--- src/rtl/sbd_pkg.sv ---
package sbd_pkg;
    localparam int ADDR_W         = 32;
    localparam int BANK_W         = 4;
    localparam int REGION_LSB     = 20;
    localparam int REGION_W       = ADDR_W - BANK_W - REGION_LSB;
    localparam int N_SLAVES       = 16;
    localparam int SEL_IDX_W      = $clog2(N_SLAVES);
    localparam int N_EXT_CS       = 6;
    localparam int EXT_BANK_FIRST = 1;
    localparam int DRAM_BANK      = 7;
    localparam int BRIDGE_BANK    = 15;
    localparam int INTERNAL_BANK  = 0;

    typedef logic [SEL_IDX_W-1:0] slave_idx_t;

    localparam slave_idx_t S_DRAM   = 4'd6;
    localparam slave_idx_t S_BRIDGE = 4'd7;
    localparam slave_idx_t S_ROM    = 4'd8;
    localparam slave_idx_t S_ITCM   = 4'd9;
    localparam slave_idx_t S_DTCM   = 4'd10;
    localparam slave_idx_t S_SRAM   = 4'd11;
    localparam slave_idx_t S_LCD    = 4'd12;
    localparam slave_idx_t S_USBDEV = 4'd13;
    localparam slave_idx_t S_HOST_A = 4'd14;
    localparam slave_idx_t S_HOST_B = 4'd15;

    typedef enum logic [1:0] {
        ST_IDLE = 2'd0,
        ST_WAIT = 2'd1,
        ST_RESP = 2'd2
    } phase_e;

    typedef struct packed {
        phase_e              phase;
        logic [N_SLAVES-1:0] sel;
        logic                err;
        logic                remapped;
    } dec_state_t;
endpackage

--- src/rtl/sbd_bank_decode.sv ---
module sbd_bank_decode
    import sbd_pkg::*;
(
    input  logic [BANK_W-1:0] bank_i,
    output slave_idx_t        idx_o,
    output logic              hit_o,
    output logic              internal_o
);
    localparam logic [BANK_W-1:0] EXT_LO = BANK_W'(EXT_BANK_FIRST);
    localparam logic [BANK_W-1:0] EXT_HI = BANK_W'(EXT_BANK_FIRST + N_EXT_CS - 1);

    always_comb begin
        idx_o      = '0;
        hit_o      = 1'b0;
        internal_o = 1'b0;
        if (bank_i == BANK_W'(INTERNAL_BANK)) begin
            internal_o = 1'b1;
        end else if (bank_i >= EXT_LO && bank_i <= EXT_HI) begin
            idx_o = SEL_IDX_W'(bank_i - EXT_LO);
            hit_o = 1'b1;
        end else if (bank_i == BANK_W'(DRAM_BANK)) begin
            idx_o = S_DRAM;
            hit_o = 1'b1;
        end else if (bank_i == BANK_W'(BRIDGE_BANK)) begin
            idx_o = S_BRIDGE;
            hit_o = 1'b1;
        end
    end
endmodule

--- src/rtl/sbd_region_decode.sv ---
module sbd_region_decode
    import sbd_pkg::*;
(
    input  logic [REGION_W-1:0] region_i,
    input  logic                remapped_i,
    output slave_idx_t          idx_o,
    output logic                hit_o,
    output logic                tcm_o
);
    always_comb begin
        idx_o = '0;
        hit_o = 1'b1;
        tcm_o = 1'b0;
        case (region_i)
            REGION_W'(0): idx_o = remapped_i ? S_SRAM : S_ROM;
            REGION_W'(1): begin idx_o = S_ITCM; tcm_o = 1'b1; end
            REGION_W'(2): begin idx_o = S_DTCM; tcm_o = 1'b1; end
            REGION_W'(3): idx_o = S_SRAM;
            REGION_W'(4): idx_o = S_ROM;
            REGION_W'(5): idx_o = S_LCD;
            REGION_W'(6): idx_o = S_USBDEV;
            REGION_W'(7): idx_o = S_HOST_A;
            REGION_W'(8): idx_o = S_HOST_B;
            default:      hit_o = 1'b0;
        endcase
    end
endmodule

--- src/rtl/sysbus_addr_decoder.sv ---
module sysbus_addr_decoder
    import sbd_pkg::*;
(
    input  logic                clk,
    input  logic                rst_n,
    input  logic                req_valid,
    input  logic [ADDR_W-1:0]   req_addr,
    input  logic                remap_pulse,
    input  logic                tcm_wait_en,
    output logic [N_SLAVES-1:0] slave_sel,
    output logic                rsp_ready,
    output logic                rsp_error
);
    dec_state_t q, d;

    slave_idx_t bank_idx, region_idx, tgt_idx;
    logic       bank_hit, bank_internal, region_hit, region_tcm;
    logic       tgt_hit, need_wait;
    logic [N_SLAVES-1:0] tgt_onehot;

    sbd_bank_decode u_bank (
        .bank_i     (req_addr[ADDR_W-1 -: BANK_W]),
        .idx_o      (bank_idx),
        .hit_o      (bank_hit),
        .internal_o (bank_internal)
    );

    sbd_region_decode u_region (
        .region_i   (req_addr[REGION_LSB +: REGION_W]),
        .remapped_i (q.remapped),
        .idx_o      (region_idx),
        .hit_o      (region_hit),
        .tcm_o      (region_tcm)
    );

    assign tgt_idx   = bank_internal ? region_idx : bank_idx;
    assign tgt_hit   = bank_internal ? region_hit : bank_hit;
    assign need_wait = bank_internal & region_hit & region_tcm & tcm_wait_en;

    for (genvar g = 0; g < N_SLAVES; g++) begin : g_onehot
        assign tgt_onehot[g] = tgt_hit && (tgt_idx == SEL_IDX_W'(g));
    end

    always_comb begin
        d = q;
        if (remap_pulse) d.remapped = 1'b1;
        case (q.phase)
            ST_IDLE: begin
                if (req_valid) begin
                    d.sel   = tgt_onehot;
                    d.err   = !tgt_hit;
                    d.phase = need_wait ? ST_WAIT : ST_RESP;
                end
            end
            ST_WAIT: d.phase = ST_RESP;
            ST_RESP: begin
                d.phase = ST_IDLE;
                d.sel   = '0;
                d.err   = 1'b0;
            end
            default: begin
                d.phase = ST_IDLE;
                d.sel   = '0;
                d.err   = 1'b0;
            end
        endcase
    end

    always_ff @(posedge clk or negedge rst_n) begin
        if (!rst_n) begin
            q.phase    <= ST_IDLE;
            q.sel      <= '0;
            q.err      <= 1'b0;
            q.remapped <= 1'b0;
        end else begin
            q <= d;
        end
    end

    assign slave_sel = q.sel;
    assign rsp_ready = (q.phase == ST_RESP);
    assign rsp_error = q.err;

    p_sel_onehot_r7: assert property (@(posedge clk) disable iff (!rst_n)
        $onehot0(slave_sel));
    p_err_no_sel_r6: assert property (@(posedge clk) disable iff (!rst_n)
        rsp_error |-> (slave_sel == '0));
    p_err_with_ready_r6: assert property (@(posedge clk) disable iff (!rst_n)
        rsp_error |-> rsp_ready);
    p_ready_pulse_r7: assert property (@(posedge clk) disable iff (!rst_n)
        rsp_ready |=> !rsp_ready);
    p_remap_sticky_r5: assert property (@(posedge clk) disable iff (!rst_n)
        q.remapped |=> q.remapped);
    p_fast_latency_r7: assert property (@(posedge clk) disable iff (!rst_n)
        (q.phase == ST_IDLE && req_valid && !need_wait) |=> rsp_ready);
    p_slow_latency_r8: assert property (@(posedge clk) disable iff (!rst_n)
        (q.phase == ST_IDLE && req_valid && need_wait) |=> (!rsp_ready && slave_sel != '0));
endmodule

--- config.mk ---
export PLATFORM = sky130hd
export DESIGN_NAME = sysbus_addr_decoder
export DESIGN_NICKNAME = d
export VERILOG_FILES = /design/src/rtl/sbd_pkg.sv /design/src/rtl/sbd_bank_decode.sv /design/src/rtl/sbd_region_decode.sv /design/src/rtl/sysbus_addr_decoder.sv
export SDC_FILE = /design/constraint.sdc
export NUM_CORES = 1
export LEC_CHECK = 0
export BUFFER_PORTS_ARGS = -buffer_cell sky130_fd_sc_hd__buf_4
export CORE_ASPECT_RATIO = 0.75
export CORE_MARGIN = 4
export CORE_UTILIZATION = 40
export CTS_CLUSTER_DIAMETER = 200
export DETAILED_ROUTE_END_ITERATION = 8
export GPL_TIMING_DRIVEN = 1
export PLACE_DENSITY = 0.68
export SYNTH_ARGS = -nofsm -noshare
export SYNTH_HDL_FRONTEND = slang
export SYNTH_SLANG_ARGS = --single-unit
--- constraint.sdc ---
create_clock -name clk -period 2.9 [get_ports clk]
set_clock_uncertainty 0.15 [all_clocks]
set_input_delay 0.29 -clock clk [delete_from_list [all_inputs] [get_ports clk]]
set_output_delay 0.29 -clock clk [all_outputs]
set_load 0.02 [all_outputs]
Word-level counts from Yosys, hierarchy flattened --
Cells that the tools add are included.
Operators by class: add/sub/neg operators 1, multipliers 0, divide/modulo/power cells 0, order comparisons 2, equality and inequality tests 28, shift operators 0, muxes and demuxes 19, bitwise operators 4, reduce and logical (&&, ||, !) cells 25
Operators by type and width (number):
- $eq 4x4->1 const B | 9
- $pmux 4 s9 | 1
- $pmux 17 s2 | 1
- $eq 8x3->1 const B | 4
- $eq 4x3->1 const B | 5
- $mux 19 | 1
- $logic_and 1x1->1 | 17
- $eq 8x2->1 const B | 2
- $mux 4 | 4
- $reduce_or 9->1 | 1
- $eq 4x2->1 const B | 2
- $eq 8x1->1 const B | 1
- $eq 8x4->1 const B | 1
- $logic_not 4->1 | 2
- $logic_not 8->1 | 1
- $mux 1 | 8
- $eq 4x1->1 const B | 1
- $ge 4x1->1 const B | 1
- $le 4x3->1 const B | 1
- $mux 2 | 2
- $pmux 2 s2 | 1
- $sub 4x1->4 const B | 1
- $and 1x1->1 | 3
- $mux 3 | 1
- other kinds (8) | 8
Word-level totals: flip-flop bits (word level) 20, latch bits 0, bits in writable memories 0, bits in read-only memories 0, output and inout port bits 18, logic and storage cells 83, memories kept 0

Longest topological paths before layout --
depth after elaboration 10, mapped depth 7

Modules after synthesis --
A second synthesis with hierarchy kept.
Unflattened totals: cells, all modules 142, area total of the unflattened synthesis 1400.1 µm²
By module, submodules not included:
- sysbus_addr_decoder | times used 1, cells each 93, area each 1051.0 µm²
- sbd_bank_decode | times used 1, cells each 26, area each 206.4 µm²
- sbd_region_decode | times used 1, cells each 23, area each 142.6 µm²

Least setup slack after synthesis --
Ideal clock, no wire load.
path type in2reg, from input port req_addr[28], to register q (netlist bit slave_sel[11]), data arrival time 1722 ps, path slack 961 ps, stages on the path 7, path buffers 0, cell sequence inv_1 -> ha_1 -> or3b_1 -> nor3_4 -> nand2_2 -> a221oi_4 -> a32o_1
On the way: cells in the longest elaborated chain, start to end 10
Ends and longest elaborated chain:
- from (decl) | line sysbus_addr_decoder.sv:7 | input logic [ADDR_W-1:0] req_addr,
- $eq 4x4->1 | line sbd_bank_decode.sv:24 | end else if (bank_i == BANK_W'(BRIDGE_BANK)) begin
- $mux 3 | line sbd_bank_decode.sv:24
- $mux 4 | line sbd_bank_decode.sv:21 | end else if (bank_i == BANK_W'(DRAM_BANK)) begin
- $mux 4 | line sbd_bank_decode.sv:18 | end else if (bank_i >= EXT_LO && bank_i <= EXT_HI) begin
- $mux 4 | line sbd_bank_decode.sv:16 | if (bank_i == BANK_W'(INTERNAL_BANK)) begin
- $mux 4 | line sysbus_addr_decoder.sv:36 | assign tgt_idx = bank_internal ? region_idx : bank_idx;
- $eq 4x4->1 | line sysbus_addr_decoder.sv:41 | assign tgt_onehot[g] = tgt_hit && (tgt_idx == SEL_IDX_W'(g));
- $logic_and 1x1->1 * | line sysbus_addr_decoder.sv:41
- $mux 19 * | line sysbus_addr_decoder.sv:49 | if (req_valid) begin
- $pmux 17 s2 * | line sysbus_addr_decoder.sv:47 | case (q.phase)
- to (decl) | line sysbus_addr_decoder.sv:14 | dec_state_t q, d;
Every way passes the cells marked *; elsewhere a longest branch is shown, timed or not. The select of a mux whose other input is x is not followed. A chain may end at the register's enable or synchronous reset.

Worst setup path in the final report --
Ends and elaborated chain as after synthesis.

==> results.py <==
metrics = {
    "status": {
        "status": "finished, final reports clean",
    },
    "die": {
        "dieArea_mm2": 0.00432,
        "die_w_um": 74.6,
        "die_h_um": 57.9,
        "io_pins": 55,
        "core_mm2": 0.00306,
        "initial_core_util_pct": 43.4,
        "core.rowCount": 17,
    },
    "sta": {
        "rsz0062_at_grt": "no",
        "min_period_over_period_pct": 69.9,
        "worst_pin_slew_ps": 579,
        "hold_slack_ps": 71.3,
        "final_hold_viol_count": 0,
        "fmax_mhz": 493,
        "max_slew_margin_pct": 61.2,
        "finalCriticalPeriod_ps": 2030,
        "setup_violations": 0,
        "drv_slew": 0,
        "finalSetupTns_ps": 0,
    },
    "detailed_routing": {
        "viasPerCell": 5.64,
        "wl_mm": 2.89,
        "first_pass_iters": 4,
        "antenna_left": 0,
        "vias": 1060,
        "first_iter_violations": 36,
        "wl_per_cell_um": 15.4,
        "drc": 0,
    },
    "placement": {
        "port_buffers": 34,
        "dpl.hpwl_mm": 2.30,
        "placed_area_mm2": 0.00150,
        "gp_congestion": 0.840,
    },
    "finish": {
        "diodes": 0,
        "drive_above_1_share_pct": 35.3,
        "final_nets": 191,
        "fin_area_mm2": 0.00156,
        "area_delta_synth_final_pct": 17.4,
    },
    "logic_synthesis": {
        "yosysUniqueCellTypes": 46,
        "synth_seq_cells": 20,
        "syn_area_mm2": 0.00133,
        "synthCells": 131,
        "syn_nets": 171,
        "yosys.area.top_type": "dfrtp_1",
        "yosysWarnings": 0,
        "synth_top_area_share_pct": 37.7,
        "netlist_top_cells_area": "dfrtp_1 (38%), buf_4 (9.0%), a22o_1 (8.6%), a32o_1 (3.0%), ha_1 (2.8%)",
        "ys_seq_area_share_pct": 37.7,
        "synth_edf_count": 0,
        "syn_area_per_cell_um2": 10.1,
        "ys.flop_type": "dfrtp_1",
        "synthArstFlopShare_pct": 100,
    },
    "flow_run": {
        "maxCapViolations": 0,
    },
    "power_and_ir_drop": {
        "switchingPower_mw": 0.160,
        "p_int_mw": 0.453,
        "power_frac_comb_pct": 19.1,
        "switching_share_pct": 26.1,
        "power.density_mw_per_mm2": 393,
        "power.leakage_nw": 0.724,
        "pwr-share-clk_pct": 33.9,
        "seqPwrFrac_pct": 47.0,
        "peakVddDrop_mv": 0.146,
    },
    "global_routing": {
        "overflow": 0,
        "grt_max_degree": 21,
        "grt_usage_pct": 14.6,
        "antenna_found_initial": 0,
        "grt_first_pass_wirelength_mm": 4.93,
        "grt_pass1_vias": 1033,
    },
    "cts": {
        "cts_tree": "done",
        "cts_buffer_depth": 2,
        "clockRootBuffer": "clkbuf_8",
        "cts_buffers": 3,
        "clkLatencyLatePin_ps": 250,
        "clkTransAtPathRegs_ps": 70,
        "cts.sinks": 20,
        "htree_levels": 1,
    },
    "setup_path": {
        "cp.required_ps": 2940,
        "startpoint_type": "input port",
        "critical_path.endpoint_type": "register",
        "r2r_start": "q[19]$_DFFE_PN0N_",
        "crit_type": "in2reg",
        "reg2reg_to": "slave_sel[3]$_DFFE_PN0P_",
        "reg2reg_depth": 5,
        "path_max_fanout": 5,
        "rrSetupSlack_ps": 1080,
        "arrival_ps": 2070,
    },
    "worst_hold_path": {
        "hold_path_depth": 2,
        "min_to": "q[0]$_DFFE_PN0P_",
        "hp-start": "remap_pulse",
        "hp-class": "in2reg",
    },
}
==> layout by cell type (no fill, tap or decap), drive strengths merged, types with 2 or more instances in the layout <==
master  synthesis  final
inv             5      5
nand2b          4      4
nor4            4      4
nor2            7      7
a22o           13     13
buf            18     36
nand3b          2      2
clkbuf          4      4
o21ai           6      6
nor3            4      4
nand2           6      6
nor2b           2      2
dfrtp          20     20
a21oi           7      7
ha              3      3
a32o            4      4
==> worst max path at each step <==
stage	depth (start not counted)	to	startpoint	slack, ps
final	8	slave_sel[11]$_DFFE_PN0P_	req_addr[28]	870
after CTS	8	slave_sel[2]$_DFFE_PN0P_	req_addr[28]	890
after global placement	8	slave_sel[14]$_DFFE_PN0P_	req_addr[28]	620
after floorplan	7	slave_sel[11]$_DFFE_PN0P_	req_addr[28]	960
after detailed placement	8	slave_sel[2]$_DFFE_PN0P_	req_addr[28]	630
after global routing	8	slave_sel[2]$_DFFE_PN0P_	req_addr[28]	770
==> cell usage after synthesis (all sizes together), types with 3 or more instances <==
library cell,count
buf,18
a22o,13
clkbuf,4
dfrtp,20
ha,3
a32o,4
nor4,4
nand2,6
o21ai,6
nor3,4
nand2b,4
inv,5
a21oi,7
nor2,7
==> power groups by stage <==
stage | sequential, mW | clock (mW) | combinational, mW
final | 0.288 | 0.208 | 0.117
after global routing | 0.289 | 0.229 | 0.129
after CTS | 0.288 | 0.213 | 0.117
after detailed placement | 0.293 | 0 | 0.116
after global placement | 0.293 | 0 | 0.113
after floorplan | 0.294 | 0 | 0.0699
==> flip-flops by register name, indices dropped and copies added (netlist names) <==
register,cells
slave_sel,16
q,3
rsp_error,1
==> metal layers <==
metal	global-route usage [%]	part of all wire [%]	up-vias
met1	20.8	47	509
met2	22.8	46	35
li1	-	-	514
met5	0	0	-
met3	3.29	6.5	2
met4	3.05	0.52	0
==> cell families after synthesis <==
group	after synthesis	synth area share (%)
buffers and inverters	27	12.8
adder cells (fa/ha/maj)	3	2.83
XOR/XNOR	1	0.659
flip-flops	20	37.7
multiplexers	2	1.60
AO/OA/AOI/OAI	38	24.3
AND/OR/NAND/NOR	40	20.2
==> worst max-delay path, cell delays in order <==
cell,delay [ps]
buf_4,130
inv_1,80
ha_1,230
or3b_1,490
nor3_4,230
nand2_2,100
a221oi_4,310
a32o_1,210
==> cell type report <==
type                    count  area, µm²
multi-input cells          84        658
well taps                  38       47.5
repair buffers             37        280
inverters                   5       18.8
fillers                   299       1500
flip-flops and latches     20        500
clock buffers               4       55.1
==> through the flow <==
stage          util [%]  power (mW)  std cells  setup WS [ps]
2_1_floorplan         -       0.364        131            961
3_3_place_gp       48.8       0.406        183            620
3_5_place_dp       48.8       0.409        183            633
4_1_cts            50.9       0.618        188            888
5_1_grt            50.9       0.647        188            766
6_report           50.9       0.613        188            873
==> what timing repair did <==
| action | in CTS | in global routing |
|---|---|---|
| hold buffers | 1 | 0 |
| buffers inserted | 0 | 0 |
| endpoints found under the hold margin | 20 | 0 |
| gates resized for setup | 0 | 0 |
Note: power is estimated with default switching activity, not from simulation.
